**config.mk**
```make
export PLATFORM = sky130hd
export DESIGN_NAME = combo_lock
export DESIGN_NICKNAME = d
export VERILOG_FILES = /design/src/rtl/lock_pkg.sv /design/src/rtl/lock_combo_store.sv /design/src/rtl/lock_fsm.sv /design/src/rtl/combo_lock.sv
export SDC_FILE = /design/constraint.sdc
export NUM_CORES = 1
export LEC_CHECK = 0
export ABC_AREA = 1
export BUFFER_PORTS_ARGS = -buffer_cell sky130_fd_sc_hd__buf_2
export CAP_MARGIN = 25
export CORE_AREA = 2 2 39 41
export CTS_BUF_LIST = sky130_fd_sc_hd__clkbuf_2 sky130_fd_sc_hd__clkbuf_4 sky130_fd_sc_hd__clkbuf_8
export CTS_CLUSTER_SIZE = 20
export DETAILED_ROUTE_END_ITERATION = 8
export DIE_AREA = 0 0 41 43
export PLACE_DENSITY = 0.63
export SYNTH_ARGS = -nofsm -noshare
export SYNTH_HDL_FRONTEND = slang
export SYNTH_SLANG_ARGS = --single-unit
```
**constraint.sdc**
```tcl
create_clock -name clk -period 1.61 [get_ports clk]
set_clock_uncertainty 0.05 [all_clocks]
set_input_delay 0.161 -clock clk [delete_from_list [all_inputs] [get_ports clk]]
set_output_delay 0.161 -clock clk [all_outputs]
set_load 0.02 [all_outputs]
```
**src/rtl/lock_pkg.sv**
```systemverilog
package lock_pkg;

   typedef enum logic [2:0] {
      ST_IDLE   = 3'd0,
      ST_W2_OK  = 3'd1,
      ST_W2_BAD = 3'd2,
      ST_OPEN   = 3'd3,
      ST_PROG1  = 3'd4,
      ST_PROG2  = 3'd5,
      ST_ERR    = 3'd6
   } lock_state_t;

   localparam int STATUS_W = 3;

   localparam logic [STATUS_W-1:0] STAT_IDLE  = 3'd0;
   localparam logic [STATUS_W-1:0] STAT_WAIT2 = 3'd1;
   localparam logic [STATUS_W-1:0] STAT_OPEN  = 3'd2;
   localparam logic [STATUS_W-1:0] STAT_PROG1 = 3'd3;
   localparam logic [STATUS_W-1:0] STAT_PROG2 = 3'd4;
   localparam logic [STATUS_W-1:0] STAT_ERROR = 3'd5;

   // Both second-digit states look the same on the display
   function automatic logic [STATUS_W-1:0] status_of(lock_state_t s);
      case (s)
         ST_W2_OK, ST_W2_BAD: status_of = STAT_WAIT2;
         ST_OPEN:             status_of = STAT_OPEN;
         ST_PROG1:            status_of = STAT_PROG1;
         ST_PROG2:            status_of = STAT_PROG2;
         ST_ERR:              status_of = STAT_ERROR;
         default:             status_of = STAT_IDLE;
      endcase
   endfunction

endpackage

```
**src/rtl/lock_combo_store.sv**
```systemverilog
module lock_combo_store #(
   parameter int DIGIT_W    = 2,
   parameter int RST_FIRST  = 3,
   parameter int RST_SECOND = 1
) (
   input  logic                   clk,
   input  logic                   rst,
   input  logic                   restore_i,
   input  logic                   stage_i,
   input  logic                   commit_i,
   input  logic [DIGIT_W-1:0]     code_i,
   output logic [2*DIGIT_W-1:0]   combo_o,
   output logic [DIGIT_W-1:0]     first_o,
   output logic [DIGIT_W-1:0]     second_o
);
   localparam int NUM_DIGITS = 2;
   localparam int COMBO_W    = NUM_DIGITS * DIGIT_W;
   localparam logic [COMBO_W-1:0] FACTORY =
      {RST_FIRST[DIGIT_W-1:0], RST_SECOND[DIGIT_W-1:0]};

   logic [DIGIT_W-1:0] pend_q;
   logic [COMBO_W-1:0] new_vec;

   // First programmed digit waits here until the second arrives
   always_ff @(posedge clk) begin
      if (stage_i)
         pend_q <= code_i;
   end

   assign new_vec = {pend_q, code_i};

   generate
      for (genvar g = 0; g < NUM_DIGITS; g++) begin : g_slot
         logic [DIGIT_W-1:0] slot_q;
         always_ff @(posedge clk) begin
            if (restore_i)
               slot_q <= FACTORY[g*DIGIT_W +: DIGIT_W];
            else if (commit_i)
               slot_q <= new_vec[g*DIGIT_W +: DIGIT_W];
         end
         assign combo_o[g*DIGIT_W +: DIGIT_W] = slot_q;
      end
   endgenerate

   assign first_o  = combo_o[COMBO_W-1:DIGIT_W];
   assign second_o = combo_o[DIGIT_W-1:0];

   AST_RESTORE_FACTORY: assert property (@(posedge clk) disable iff (rst)
      restore_i |=> (combo_o == FACTORY)) else $error("factory load missed");

   AST_COMBO_HOLD: assert property (@(posedge clk) disable iff (rst)
      (!restore_i && !commit_i) |=> $stable(combo_o)) else $error("combo moved");

endmodule

```
**src/rtl/lock_fsm.sv**
```systemverilog
module lock_fsm
   import lock_pkg::*;
#(
   parameter int DIGIT_W = 2
) (
   input  logic               clk,
   input  logic               rst,
   input  logic               restore_i,
   input  logic               enter_i,
   input  logic [DIGIT_W-1:0] code_i,
   input  logic [DIGIT_W-1:0] first_i,
   input  logic [DIGIT_W-1:0] second_i,
   output lock_state_t        state_o,
   output logic               stage_o,
   output logic               commit_o
);
   lock_state_t state_q, state_d;

   always_ff @(posedge clk) begin
      if (rst)
         state_q <= ST_IDLE;
      else
         state_q <= state_d;
   end

   always_comb begin
      state_d = state_q;
      if (restore_i) begin
         state_d = ST_IDLE;
      end else if (enter_i) begin
         case (state_q)
            ST_IDLE:   state_d = (code_i == first_i)  ? ST_W2_OK : ST_W2_BAD;
            ST_W2_OK:  state_d = (code_i == second_i) ? ST_OPEN  : ST_ERR;
            ST_W2_BAD: state_d = ST_ERR;
            ST_OPEN:   state_d = ST_PROG1;
            ST_PROG1:  state_d = ST_PROG2;
            ST_PROG2:  state_d = ST_OPEN;
            ST_ERR:    state_d = ST_IDLE;
            default:   state_d = ST_IDLE;
         endcase
      end
   end

   assign stage_o  = !rst && !restore_i && enter_i && (state_q == ST_PROG1);
   assign commit_o = !rst && !restore_i && enter_i && (state_q == ST_PROG2);
   assign state_o  = state_q;

   AST_HOLD_NO_ENTER: assert property (@(posedge clk) disable iff (rst)
      (!enter_i && !restore_i) |=> $stable(state_q)) else $error("state moved");

   AST_ERR_EXIT: assert property (@(posedge clk) disable iff (rst)
      (state_q == ST_ERR && enter_i) |=> (state_q == ST_IDLE)) else $error("error exit");

endmodule

```
**src/rtl/combo_lock.sv**
```systemverilog
module combo_lock
   import lock_pkg::*;
#(
   parameter int DIGIT_W    = 2,
   parameter int RST_FIRST  = 3,
   parameter int RST_SECOND = 1
) (
   input  logic                   clk,
   input  logic                   rst,
   input  logic [DIGIT_W-1:0]     code_i,
   input  logic                   enter_i,
   input  logic                   reset_combo_i,
   output logic                   open_o,
   output logic [2*DIGIT_W-1:0]   combo_o,
   output logic [STATUS_W-1:0]    status_o
);
   localparam longint DIGIT_VALUES = longint'(1) << DIGIT_W;

   generate
      if (DIGIT_W < 1 || DIGIT_W > 16) begin : g_bad_width
         $error("combo_lock: DIGIT_W must lie in 1..16");
      end
      if (RST_FIRST < 0 || longint'(RST_FIRST) >= DIGIT_VALUES) begin : g_bad_first
         $error("combo_lock: RST_FIRST does not fit in DIGIT_W bits");
      end
      if (RST_SECOND < 0 || longint'(RST_SECOND) >= DIGIT_VALUES) begin : g_bad_second
         $error("combo_lock: RST_SECOND does not fit in DIGIT_W bits");
      end
   endgenerate

   lock_state_t        state;
   logic               stage, commit;
   logic [DIGIT_W-1:0] first_d, second_d;

   lock_combo_store #(
      .DIGIT_W    (DIGIT_W),
      .RST_FIRST  (RST_FIRST),
      .RST_SECOND (RST_SECOND)
   ) store_i (
      .clk       (clk),
      .rst       (rst),
      .restore_i (reset_combo_i),
      .stage_i   (stage),
      .commit_i  (commit),
      .code_i    (code_i),
      .combo_o   (combo_o),
      .first_o   (first_d),
      .second_o  (second_d)
   );

   lock_fsm #(
      .DIGIT_W (DIGIT_W)
   ) fsm_i (
      .clk       (clk),
      .rst       (rst),
      .restore_i (reset_combo_i),
      .enter_i   (enter_i),
      .code_i    (code_i),
      .first_i   (first_d),
      .second_i  (second_d),
      .state_o   (state),
      .stage_o   (stage),
      .commit_o  (commit)
   );

   // Moore outputs: current state only
   assign open_o   = (state == ST_OPEN);
   assign status_o = status_of(state);

   AST_NO_EARLY_ERROR: assert property (@(posedge clk) disable iff (rst)
      (status_o == STAT_IDLE && enter_i && !reset_combo_i) |=> (status_o == STAT_WAIT2))
      else $error("early verdict");

   AST_OPEN_ENTRY: assert property (@(posedge clk) disable iff (rst)
      $rose(open_o) |-> ($past(status_o) == STAT_WAIT2 || $past(status_o) == STAT_PROG2))
      else $error("open from wrong state");

   AST_ERROR_ENTRY: assert property (@(posedge clk) disable iff (rst)
      $rose(status_o == STAT_ERROR) |-> ($past(status_o) == STAT_WAIT2))
      else $error("error from wrong state");

   AST_RESTORE_IDLE: assert property (@(posedge clk) disable iff (rst)
      reset_combo_i |=> (status_o == STAT_IDLE)) else $error("restore not idle");

   AST_PROG_LOCKED: assert property (@(posedge clk) disable iff (rst)
      (status_o == STAT_PROG1 || status_o == STAT_PROG2) |-> !open_o)
      else $error("open while programming");

endmodule

```
==> metrics.csv <==
metric,value,unit
Rel. slew slack,78.06,%
row count,14,
worst path arrival time,1270,ps
Netlist cell types,17,
CP max stage delay,460,ps
# Post-CTS Setup Buffers,0,
"antenna viol nets, final",0,
Cells after Synth,75,
WL final,1090,um
overall power,0.4868,mW
via density per instance,4.898,
slowest CP cell,dfxtp_1,
CP Max Fanout,7,
Nets,99,
Via Count,529,
post-synthesis compound-gate area fraction,12.65,%
CTS Buf Count,3,
multiplexer area fraction after synthesis,0,%
core area,1384,sq um
grt ovf,0,
CTS tree,yes,
vias in the first global route,471,
number of port buffers,13,
Initial Util,37.16,%
worst setup margin,125.3,ps
clk_lat worst skew,260,ps
Bufs and invs on worst path,3,
most frequent cells in the layout,"nand2_1 (22), buf_2 (13), inv_1 (11)",
area of the mapped netlist,514.2,sq um
fmax,673.5,MHz
Synthesized Nets,81,
H-tree levels,1,
Inserted Diodes,0,
DRT iter0 DRCs,16,
pwr/cell area,767.4,nW/um^2
total track usage,15.99,%
fin crit period,1485,ps
"commonest non-fill, non-tap cell in the layout",nand2_1,
layout cells sized above 1,27.17,%
DP HPWL,881.3,um
Final Hold Viols,0,
Pleak,0.3301,nW
Max Cap Viol,0,
pre-CTS setup slack,221.0,ps
post-placement cell area,601.8,sq um
outcome,finished clean,
design area,634.4,sq um
Root Driver,clkbuf_4,
largest net degree at the start of global routing,9,
clk slew on worst S/H paths,60,ps
CP dominant cell by count,inv_1,
CP top delay family,flip-flops,
Critical Path RT,1400,ps
setup TNS,0,ps
Die H,43,um
first-pass GRT wire length,1842,um
Final setup viols,0,
CTS sink count,9,
RSZ-0062 raised after global routing,false,
crit start category,register,
Reg area,200.2,sq um
maximum VDD drop,424.9,uV
Hold WC Path Type,in2reg,
hold bufs inserted after CTS,0,
clock buffer depth,2,
crit end category,output port,
routed len/inst,10.09,um
P&R area growth vs syn,23.36,%
"Seq/Total Area, Yosys",38.93,%
Synth Area in Adders,0,%
Crit Path Class,reg2out,
Post-Synth Simple-Gate Area,38.69,%
Die Footprint,1763,sq um
Final period util,92.22,%
Slew @ Worst Pin,328.0,ps
Max Slew Vio Count,0,
register bit total from synthesis,9,
drc violations,0,
multi-input logic area,266.5,sq um
Boundary Pins,14,
main combinational cell family by area after synthesis,simple AND/OR/NAND/NOR gates,
synthesized area per cell,6.857,sq um
fillers,148,
drt pass-1 iters,4,
critical-path cell list,inv_1 > nor2_1 > inv_1 > nand2_1 > buf_2,
Synth warnings,0,
DIE WIDTH,41,um
XOR/XNOR Fraction of Synth Area,0,%
final RePlAce weighted congestion,0.8320,
initial antenna violation count,0,
==> worst register-to-register path: cells and delay by family, from the launching register on <==
kind	cells	cell delay [ps]
buffers and inverters	2	200
flip-flops	1	460
AND/OR/NAND/NOR	2	380
==> logic make-up (layout without fill, tap and decap cells) <==
family | Yosys count | after routing
compound gates | 12 | 12
buf+inv | 13 | 30
simple gates | 41 | 41
flops | 9 | 9
==> where the power goes <==
| part | leakage [nW] | switching, mW | total [mW] | internal (mW) |
|---|---|---|---|---|
| Combinational | 0.237 | 0.0351 | 0.0564 | 0.0213 |
| Clock | 0.0184 | 0.0808 | 0.193 | 0.112 |
| Sequential | 0.0747 | 0.00430 | 0.237 | 0.233 |
==> cell usage after synthesis, drive strengths merged <==
library cell,number,area (sq um)
o211ai,2,15.01
a21oi,7,35.03
or2,1,8.760
inv,12,45.04
buf,1,5.000
o21ai,3,15.01
nor3b,1,12.51
nor3,2,21.27
nor2,7,28.78
nand2,22,82.58
dfxtp,7,140.1
edfxtp,2,60.06
nand3,8,45.04
==> sequential cells by signal, summed over array words and instances (netlist names) <==
signal / count
fsm_i.state_o: 3
store_i.first_o: 2
store_i.pend_q: 2
store_i.second_o: 2
==> path summary, 6_finish.rpt <==
kind                   endpoint  slack, ps               from  depth (start not counted)
max                 status_o[1]        130   fsm_i.state_o[2]                          5
max reg2reg   store_i.pend_q[1]        210   fsm_i.state_o[2]                          4
min reg2reg  store_i.first_o[0]        430  store_i.pend_q[0]                          2
min           store_i.pend_q[1]         50          code_i[1]                          1
==> routing by layer <==
layer | global-route usage (%) | routed length [um] | vias to the layer above
met2 | 23.75 | 514 | 14
met4 | 10.00 | 30 | 0
li1 | - | - | 276
met3 | 6.283 | 48 | 4
met5 | 0 | 0 | -
met1 | 18.15 | 497 | 235
==> through the flow <==
step                std cells  util, %  hold slack, ps
floorplan                  75        -           180.5
global placement          104    43.49           317.2
detailed placement        104    43.49           322.5
CTS                       108    45.66           44.07
global route              108    45.84           54.63
finish                    108    45.84           53.56
==> area by class of cell <==
| class | instances | area share, % |
|---|---|---|
| Multi-Input combinational cell | 53 | 42.01 |
| Inverter | 12 | 7.101 |
| Tap cell | 16 | 3.156 |
| Sequential cell | 9 | 31.56 |
| Clock buffer | 4 | 4.734 |
| Timing Repair Buffer | 14 | 11.44 |
==> timing repair <==
action | CTS | global route
setup endpoints to repair | 0 | 1
gates resized for setup | 0 | 1
endpoints found under the hold margin | 0 | 0
Power figures use the tool's default switching activity.
